===== src/rtl/crc_eng_pkg.sv =====
package crc_eng_pkg;

  localparam int BYTE_W = 8;
  localparam int HALF_W = 16;
  localparam int FULL_W = 32;

  typedef enum logic [2:0] {
    MD_C16_IBM   = 3'b000,
    MD_C16_CCITT = 3'b001,
    MD_C16_PA    = 3'b010,
    MD_C16_PB    = 3'b011,
    MD_C32_STD   = 3'b100,
    MD_C32_PA    = 3'b101,
    MD_C32_PB    = 3'b110,
    MD_IPCSUM    = 3'b111
  } crc_mode_e;

  typedef struct packed {
    logic              refl_in;
    logic              refl_out;
    logic              xor_out;
    logic              wide;
    logic              is_csum;
    logic [FULL_W-1:0] poly;
  } crc_cfg_t;

  function automatic logic [BYTE_W-1:0] bitrev8(input logic [BYTE_W-1:0] d);
    logic [BYTE_W-1:0] r;
    for (int i = 0; i < BYTE_W; i++) r[i] = d[BYTE_W-1-i];
    return r;
  endfunction

  function automatic logic [HALF_W-1:0] bitrev16(input logic [HALF_W-1:0] d);
    logic [HALF_W-1:0] r;
    for (int i = 0; i < HALF_W; i++) r[i] = d[HALF_W-1-i];
    return r;
  endfunction

  function automatic logic [FULL_W-1:0] bitrev32(input logic [FULL_W-1:0] d);
    logic [FULL_W-1:0] r;
    for (int i = 0; i < FULL_W; i++) r[i] = d[FULL_W-1-i];
    return r;
  endfunction

  // Turns the raw mode and option inputs into the captured configuration.
  function automatic crc_cfg_t decode_cfg(
    input logic [2:0]        md,
    input logic              ri,
    input logic              ro,
    input logic              xo,
    input logic [FULL_W-1:0] pa,
    input logic [FULL_W-1:0] pb,
    input logic [HALF_W-1:0] p16_ibm,
    input logic [HALF_W-1:0] p16_ccitt,
    input logic [FULL_W-1:0] p32_std
  );
    crc_cfg_t c;
    c.refl_in  = ri;
    c.refl_out = ro;
    c.xor_out  = xo;
    c.wide     = 1'b0;
    c.is_csum  = 1'b0;
    c.poly     = '0;
    case (crc_mode_e'(md))
      MD_C16_IBM:   c.poly = {16'h0, p16_ibm};
      MD_C16_CCITT: c.poly = {16'h0, p16_ccitt};
      MD_C16_PA:    c.poly = {16'h0, pa[HALF_W-1:0]};
      MD_C16_PB:    c.poly = {16'h0, pb[HALF_W-1:0]};
      MD_C32_STD:   begin c.poly = p32_std; c.wide = 1'b1; end
      MD_C32_PA:    begin c.poly = pa;      c.wide = 1'b1; end
      MD_C32_PB:    begin c.poly = pb;      c.wide = 1'b1; end
      default:      c.is_csum = 1'b1;
    endcase
    return c;
  endfunction

  // One byte through an MSB-first CRC, unrolled over eight bit steps.
  function automatic logic [FULL_W-1:0] crc_byte_step(
    input logic [FULL_W-1:0] st,
    input logic [BYTE_W-1:0] din,
    input logic [FULL_W-1:0] poly,
    input logic              wide
  );
    logic [FULL_W-1:0] s;
    logic              top;
    s = st;
    if (wide) s[FULL_W-1 -: BYTE_W] = s[FULL_W-1 -: BYTE_W] ^ din;
    else      s[HALF_W-1 -: BYTE_W] = s[HALF_W-1 -: BYTE_W] ^ din;
    for (int k = 0; k < BYTE_W; k++) begin
      if (wide) begin
        top = s[FULL_W-1];
        s   = {s[FULL_W-2:0], 1'b0} ^ (top ? poly : '0);
      end else begin
        top = s[HALF_W-1];
        s   = {16'h0, s[HALF_W-2:0], 1'b0} ^ (top ? {16'h0, poly[HALF_W-1:0]} : '0);
      end
    end
    return s;
  endfunction

  // 16-bit one's-complement addition with end-around carry.
  function automatic logic [HALF_W-1:0] ones_add16(
    input logic [HALF_W-1:0] a,
    input logic [HALF_W-1:0] b
  );
    logic [HALF_W:0] t;
    t = {1'b0, a} + {1'b0, b};
    return t[HALF_W-1:0] + {15'h0, t[HALF_W]};
  endfunction

endpackage


===== src/rtl/crc_cfg_latch.sv =====
module crc_cfg_latch
  import crc_eng_pkg::*;
#(
  parameter crc_cfg_t RESET_CFG = '0
) (
  input  logic     clk,
  input  logic     rst_n,
  input  logic     load,
  input  crc_cfg_t cfg_d,
  output crc_cfg_t cfg_q
);

  always_ff @(posedge clk or negedge rst_n) begin
    if (!rst_n)    cfg_q <= RESET_CFG;
    else if (load) cfg_q <= cfg_d;
  end

endmodule


===== src/rtl/crc_shift_lane.sv =====
module crc_shift_lane
  import crc_eng_pkg::*;
(
  input  logic              clk,
  input  logic              rst_n,
  input  logic              seed,
  input  logic              seed_wide,
  input  logic              step,
  input  logic              wide,
  input  logic [FULL_W-1:0] poly,
  input  logic [BYTE_W-1:0] din,
  output logic [FULL_W-1:0] state_q
);

  localparam logic [FULL_W-1:0] SEED_WIDE   = '1;
  localparam logic [FULL_W-1:0] SEED_NARROW = {{(FULL_W-HALF_W){1'b0}}, {HALF_W{1'b1}}};

  logic [FULL_W-1:0] state_nx;

  always_comb begin
    state_nx = state_q;
    if (seed)      state_nx = seed_wide ? SEED_WIDE : SEED_NARROW;
    else if (step) state_nx = crc_byte_step(state_q, din, poly, wide);
  end

  always_ff @(posedge clk or negedge rst_n) begin
    if (!rst_n) state_q <= '0;
    else        state_q <= state_nx;
  end

endmodule


===== src/rtl/csum_lane.sv =====
module csum_lane
  import crc_eng_pkg::*;
(
  input  logic              clk,
  input  logic              rst_n,
  input  logic              seed,
  input  logic              step,
  input  logic [BYTE_W-1:0] din,
  output logic [HALF_W-1:0] sum_q,
  output logic              odd_q,
  output logic [HALF_W-1:0] final_sum
);

  logic [BYTE_W-1:0] hold_q;

  always_ff @(posedge clk or negedge rst_n) begin
    if (!rst_n) begin
      sum_q  <= '0;
      odd_q  <= 1'b0;
      hold_q <= '0;
    end else if (seed) begin
      sum_q  <= '0;
      odd_q  <= 1'b0;
      hold_q <= '0;
    end else if (step) begin
      if (!odd_q) begin
        hold_q <= din;
        odd_q  <= 1'b1;
      end else begin
        sum_q <= ones_add16(sum_q, {hold_q, din});
        odd_q <= 1'b0;
      end
    end
  end

  // A pending high byte is folded in with a zero low byte.
  always_comb begin
    if (odd_q) final_sum = ~ones_add16(sum_q, {hold_q, {BYTE_W{1'b0}}});
    else       final_sum = ~sum_q;
  end

endmodule


===== src/rtl/crc_result_shaper.sv =====
module crc_result_shaper
  import crc_eng_pkg::*;
(
  input  crc_cfg_t          cfg,
  input  logic [FULL_W-1:0] crc_state,
  input  logic [HALF_W-1:0] csum_final,
  output logic [FULL_W-1:0] result
);

  logic [FULL_W-1:0] refl_val;
  logic [FULL_W-1:0] width_mask;

  assign width_mask = cfg.wide ? '1 : {{(FULL_W-HALF_W){1'b0}}, {HALF_W{1'b1}}};

  always_comb begin
    if (!cfg.refl_out)  refl_val = crc_state & width_mask;
    else if (cfg.wide)  refl_val = bitrev32(crc_state);
    else                refl_val = {{(FULL_W-HALF_W){1'b0}}, bitrev16(crc_state[HALF_W-1:0])};
  end

  always_comb begin
    if (cfg.is_csum)      result = {{(FULL_W-HALF_W){1'b0}}, csum_final};
    else if (cfg.xor_out) result = refl_val ^ width_mask;
    else                  result = refl_val;
  end

endmodule


===== src/rtl/crc_engine.sv =====
module crc_engine
  import crc_eng_pkg::*;
#(
  parameter logic [HALF_W-1:0] POLY16_IBM   = 16'h8005,
  parameter logic [HALF_W-1:0] POLY16_CCITT = 16'h1021,
  parameter logic [FULL_W-1:0] POLY32_STD   = 32'h04C11DB7
) (
  input  logic              clk,
  input  logic              rst_n,
  input  logic              crc_en,
  input  logic              start,
  input  logic [2:0]        cfg_mode,
  input  logic              cfg_refl_in,
  input  logic              cfg_refl_out,
  input  logic              cfg_xor_out,
  input  logic [FULL_W-1:0] poly_a,
  input  logic [FULL_W-1:0] poly_b,
  input  logic              byte_valid,
  input  logic [BYTE_W-1:0] byte_data,
  input  logic              byte_last,
  output logic [FULL_W-1:0] result,
  output logic              result_valid
);

  localparam crc_cfg_t RESET_CFG = decode_cfg(3'b000, 1'b0, 1'b0, 1'b0, '0, '0,
                                              POLY16_IBM, POLY16_CCITT, POLY32_STD);

  // Named events, visible to the bound checker.
  logic              seed_evt;
  logic              accept_evt;
  logic              done_evt;
  crc_cfg_t          cfg_next;
  crc_cfg_t          cfg_q;
  logic              cfg_wide;
  logic [BYTE_W-1:0] crc_din;
  logic [FULL_W-1:0] crc_state;
  logic [HALF_W-1:0] csum_sum;
  logic              csum_odd;
  logic [HALF_W-1:0] csum_final;
  logic              result_valid_q;

  assign seed_evt   = crc_en & start;
  assign accept_evt = crc_en & byte_valid & ~start;
  assign done_evt   = accept_evt & byte_last;

  assign cfg_next = decode_cfg(cfg_mode, cfg_refl_in, cfg_refl_out, cfg_xor_out,
                               poly_a, poly_b, POLY16_IBM, POLY16_CCITT, POLY32_STD);

  crc_cfg_latch #(.RESET_CFG(RESET_CFG)) u_cfg (
    .clk   (clk),
    .rst_n (rst_n),
    .load  (seed_evt),
    .cfg_d (cfg_next),
    .cfg_q (cfg_q)
  );

  assign cfg_wide = cfg_q.wide;
  assign crc_din  = cfg_q.refl_in ? bitrev8(byte_data) : byte_data;

  crc_shift_lane u_crc (
    .clk       (clk),
    .rst_n     (rst_n),
    .seed      (seed_evt),
    .seed_wide (cfg_next.wide),
    .step      (accept_evt),
    .wide      (cfg_q.wide),
    .poly      (cfg_q.poly),
    .din       (crc_din),
    .state_q   (crc_state)
  );

  csum_lane u_csum (
    .clk       (clk),
    .rst_n     (rst_n),
    .seed      (seed_evt),
    .step      (accept_evt),
    .din       (byte_data),
    .sum_q     (csum_sum),
    .odd_q     (csum_odd),
    .final_sum (csum_final)
  );

  crc_result_shaper u_shape (
    .cfg        (cfg_q),
    .crc_state  (crc_state),
    .csum_final (csum_final),
    .result     (result)
  );

  always_ff @(posedge clk or negedge rst_n) begin
    if (!rst_n) result_valid_q <= 1'b0;
    else        result_valid_q <= done_evt;
  end

  assign result_valid = result_valid_q;

endmodule


===== config.mk =====
export PLATFORM = sky130hd
export DESIGN_NAME = crc_engine
export DESIGN_NICKNAME = d
export VERILOG_FILES = /design/src/rtl/crc_eng_pkg.sv /design/src/rtl/crc_cfg_latch.sv /design/src/rtl/crc_shift_lane.sv /design/src/rtl/csum_lane.sv /design/src/rtl/crc_result_shaper.sv /design/src/rtl/crc_engine.sv
export SDC_FILE = /design/constraint.sdc
export NUM_CORES = 1
export LEC_CHECK = 0
export BUFFER_PORTS_ARGS = -buffer_cell sky130_fd_sc_hd__buf_2
export CELL_PAD_IN_SITES_DETAIL_PLACEMENT = 0
export CELL_PAD_IN_SITES_GLOBAL_PLACEMENT = 1
export CORE_ASPECT_RATIO = 1.5
export CORE_MARGIN = 8
export CORE_UTILIZATION = 49
export DETAILED_ROUTE_END_ITERATION = 6
export GPL_ROUTABILITY_DRIVEN = 0
export PLACE_DENSITY_LB_ADDON = 0.08
export SLEW_MARGIN = 20
export SYNTH_ARGS = -nofsm -noshare
export SYNTH_HDL_FRONTEND = slang
export SYNTH_SLANG_ARGS = --single-unit

===== constraint.sdc =====
create_clock -name clk -period 8.55 [get_ports clk]
set_input_delay 0.855 -clock clk [delete_from_list [all_inputs] [get_ports clk]]
set_output_delay 0.855 -clock clk [all_outputs]
set_load 0.01 [all_outputs]

==> qor.log <==
qor: synthesis.synth_top_flop_cell sky130_fd_sc_hd__dfrtp_1
qor: synthesis.synthesis.area 12900 um2
qor: synthesis.postSynthCellCount 1727
qor: critical_path.worst_ep_required_time 8.81 ns
qor: synthesis.synthSimpleGateAreaFrac 19.7%
qor: cts.tritoncts built
qor: synthesis.compound_gate_portion_of_the_synthesized_area 23.4%
qor: timing.final_hold_viol_count 0
qor: detailed_routing.detail_route.vias_per_cell 6.02
qor: die.rows 73
qor: timing.finalCritPeriodShare 72.3%
qor: critical_path.timing.setup.critical_path_class reg -> reg
qor: cts.post_cts.repair.setup_buffers 0
qor: placement.placedCellCount 2059
qor: cts.hold_buffer_count_at_cts 0
qor: power_and_ir_drop.power.density 472 nW/um2
qor: global_route.grt_first_pass_wirelength 68800 um
qor: timing.max_freq 0.162 GHz
qor: critical_path.worst-endpoint-arrival 6.45 ns
qor: cts.cts_num_sinks 95
qor: critical_path.critPathSlowestCell sky130_fd_sc_hd__xnor3_1
qor: global_route.gr-total-overflow 0
qor: detailed_routing.finalWirelength 43800 um
qor: final_layout.layoutNonFillerInstCount 2076
qor: final_layout.num_antenna_cells 0
qor: placement.dp_slack 2.04 ns
qor: die.die_width 149 um
qor: power_and_ir_drop.power_leakage 5.50 nW
qor: placement.dpl.hpwl 32700 um
qor: synthesis.synth_top_family_by_area XOR/XNOR gates
qor: power_and_ir_drop.worst_ir_drop_vdd 0.000502 V
qor: global_route.grt_antenna_before_repair 0
qor: critical_path.cp-end-kind flip-flop
qor: timing.finalSetupViolCount 0
qor: global_route.global_route.usage.total 27.2%
qor: worst_hold_path.timing.hold.worst.class in -> async
qor: cts.worst_skew_pair.late_latency 0.38 ns
qor: final_layout.final_common_cell sky130_fd_sc_hd__nand2_1
qor: outcome.run_status completed
qor: synthesis.synth_cell_type_count 87
qor: critical_path.crit_path_start_kind flip-flop
qor: die.top_level_ports 117
qor: die.initial_core_util 49.4%
qor: synthesis.synth_sequential_area_ratio 18.4%
qor: timing.fin_skew 0.00936 ns
qor: final_layout.fin_nets 1840
qor: critical_path.critical_path.max_stage_delay 1.00 ns
qor: critical_path.critical_path_peak_fanout 31
qor: cts.cts-buffers-inserted 9
qor: timing.rsz0062_at_grt no
qor: die.die-height 215 um
qor: synthesis.netlist_top_cells_area sky130_fd_sc_hd__xnor2_1, sky130_fd_sc_hd__dfrtp_1, sky130_fd_sc_hd__nand2_1
qor: synthesis.synth-async-reset-ratio 100%
qor: final_layout.mostFrequentLayoutCells sky130_fd_sc_hd__nand2_1, sky130_fd_sc_hd__xnor2_1, sky130_fd_sc_hd__nor2_1
qor: detailed_routing.drc_errors 0
qor: flow_run.count_of_maximum_capacitance_violations 0
qor: synthesis.yosys_warnings 0
qor: final_layout.nFillCells 2609
qor: timing.final.setup.worst_slack 2.37 ns
qor: synthesis.synth.avg_cell_area 7.50 um2
qor: die.die_area 32000 um2
qor: timing.layout_min_cycle_time 6.18 ns
qor: synthesis.yosys.area_share.xor_xnor 24.9%
qor: die.core-area 26200 um2
qor: synthesis.yosys.area.top_type sky130_fd_sc_hd__xnor2_1
qor: final_layout.finish.utilization 53.2%
qor: global_route.pin_count_of_the_biggest_net_entering_global_routing 64
qor: detailed_routing.dr_total_vias 12500
qor: detailed_routing.drt-initial-drc-count 924
qor: placement.numPortBuffers 116
qor: cts.h-tree-depth 3
qor: synthesis.synthDominantCellAreaShare 17.8%
qor: cts.clockRootBuffer sky130_fd_sc_hd__clkbuf_16
qor: cts.post_cts_resize_count 0
qor: power_and_ir_drop.finalPower 6.58 mW
qor: timing.max-slew-margin-rel 25.9%
qor: synthesis.synth_adder_area_share 2.24%
qor: synthesis.synth.ff_latch_count 95
qor: timing.drv_slew 0
qor: synthesis.edff_count_synth 0
qor: global_route.first_global_vias 12300
qor: detailed_routing.antenna_left 0
qor: final_layout.layout-drive-gt1-share 12.5%
qor: detailed_routing.detail_route.wl_per_cell 21.1 um
qor: detailed_routing.detailedRoute.firstPassIterationCount 5
qor: cts.max-clock-path-buffers 2
qor: synthesis.yosys-mux-area-fraction 5.41%
qor: final_layout.area.growth.synth_to_final 7.75%
qor: critical_path.crit_path_cell_trace inv_1, buf_4, or3_1, nand2_1, a311oi_4, xnor2_2, o211ai_1, a21oi_1, xnor2_1, nand2_1, xnor3_1, nand4b_1, a311o_1, a32oi_1, buf_4, or4b_1, o211a_1
qor: cts.cts.clk_slew.worst_paths 0.07 ns
qor: synthesis.syn-num-nets 1833
qor: timing.worst_pin_slew 1.10 ns
qor: timing.fin_tns_setup 0 ns
[cells in the mapped netlist, types with 14 or more instances]
library cell / instances
sky130_fd_sc_hd__o22ai_1: 17
sky130_fd_sc_hd__a22oi_1: 21
sky130_fd_sc_hd__o31ai_1: 20
sky130_fd_sc_hd__nand3_1: 36
sky130_fd_sc_hd__nand4_1: 14
sky130_fd_sc_hd__xor2_1: 65
sky130_fd_sc_hd__a21oi_1: 107
sky130_fd_sc_hd__mux2_2: 17
sky130_fd_sc_hd__clkbuf_1: 115
sky130_fd_sc_hd__dfrtp_1: 92
sky130_fd_sc_hd__xnor2_1: 263
sky130_fd_sc_hd__and3_1: 18
sky130_fd_sc_hd__o21ai_0: 94
sky130_fd_sc_hd__ha_1: 20
sky130_fd_sc_hd__a211oi_1: 17
sky130_fd_sc_hd__nand2_1: 275
sky130_fd_sc_hd__mux2i_1: 45
sky130_fd_sc_hd__o2bb2ai_1: 18
sky130_fd_sc_hd__o211ai_1: 22
sky130_fd_sc_hd__a21o_1: 14
sky130_fd_sc_hd__and2_1: 14
sky130_fd_sc_hd__buf_1: 15
sky130_fd_sc_hd__nor4_1: 14
sky130_fd_sc_hd__nor2_1: 125
sky130_fd_sc_hd__inv_1: 43
sky130_fd_sc_hd__nor2b_1: 14
[cells by family (layout without fill, tap and decap cells)]
group | count (synthesis) | count (layout)
muxes | 65 | 65
adders and majority gates | 22 | 22
buffers and inverters | 190 | 202
AOI/OAI and AO/OA | 444 | 444
xor gates and xnor gates | 346 | 346
DFF | 95 | 95
and+or+nand+nor | 565 | 565
[final timing paths]
check	start	endpoint	slack, ns	cells after the start
min in group clk	u_csum.sum_q[8]$_DFFE_PN0P_	u_csum.sum_q[8]$_DFFE_PN0P_	0.54	2
max in group asynchronous	rst_n	u_crc.state_q[19]$_DFFE_PN0P_	6.87	2
max reg2reg	u_cfg.cfg_q[33]$_DFFE_PN0P_	u_crc.state_q[11]$_DFFE_PN0P_	2.37	17
min reg2reg	u_csum.sum_q[8]$_DFFE_PN0P_	u_csum.sum_q[8]$_DFFE_PN0P_	0.54	2
max	u_cfg.cfg_q[33]$_DFFE_PN0P_	u_crc.state_q[11]$_DFFE_PN0P_	2.37	17
min	rst_n	u_csum.sum_q[11]$_DFFE_PN0P_	0.42	1
[critical path: cells and delay by family (launching register included)]
kind | cells | cell delay, ns
buffers and inverters | 3 | 0.60
flip-flops | 1 | 0.79
AO/OA/AOI/OAI | 6 | 1.14
AND/OR/NAND/NOR | 5 | 1.88
XOR/XNOR | 3 | 1.61
[final cells by class]
class | count | area (um2) | share of cell area (%)
Timing Repair Buffer | 141 | 791 | 5.67
Clock buffer | 11 | 243 | 1.74
Inverter | 45 | 169 | 1.21
Multi-Input combinational cell | 1442 | 9840 | 70.5
Clock inverter | 5 | 104 | 0.745
Tap cell | 337 | 422 | 3.02
Sequential cell | 95 | 2380 | 17.1
[metal layers]
layer	global-route usage, %	wire length (um)	up-vias
met3	3.93	2340	109
met5	0	0	-
met4	16.0	2610	0
li1	-	-	6017
met1	32.0	17800	5904
met2	45.8	21000	471
[report_power, final]
part	internal (mW)	leakage, nW	total, mW	switching [mW]
clock network	0.295	0.170	0.490	0.195
logic	2.30	4.16	5.32	3.02
registers	0.536	1.17	0.765	0.229
total	3.13	5.50	6.58	3.44
[per-stage QoR]
step | hold WS (ns) | cell area (um2)
floorplan | 0.474 | 12900
global placement | 0.503 | 13600
detailed placement | 0.532 | 13600
CTS | 0.442 | 13900
global route | 0.452 | 13900
finish | 0.421 | 13900
[sequential cells by signal, indices dropped and copies added, names as in the netlist]
register       count
u_crc.state_q     32
u_csum.sum_q      16
u_cfg.cfg_q       37
u_csum.odd_q       1
u_csum.hold_q      8
result_valid       1
Power figures use the tool's default switching activity.
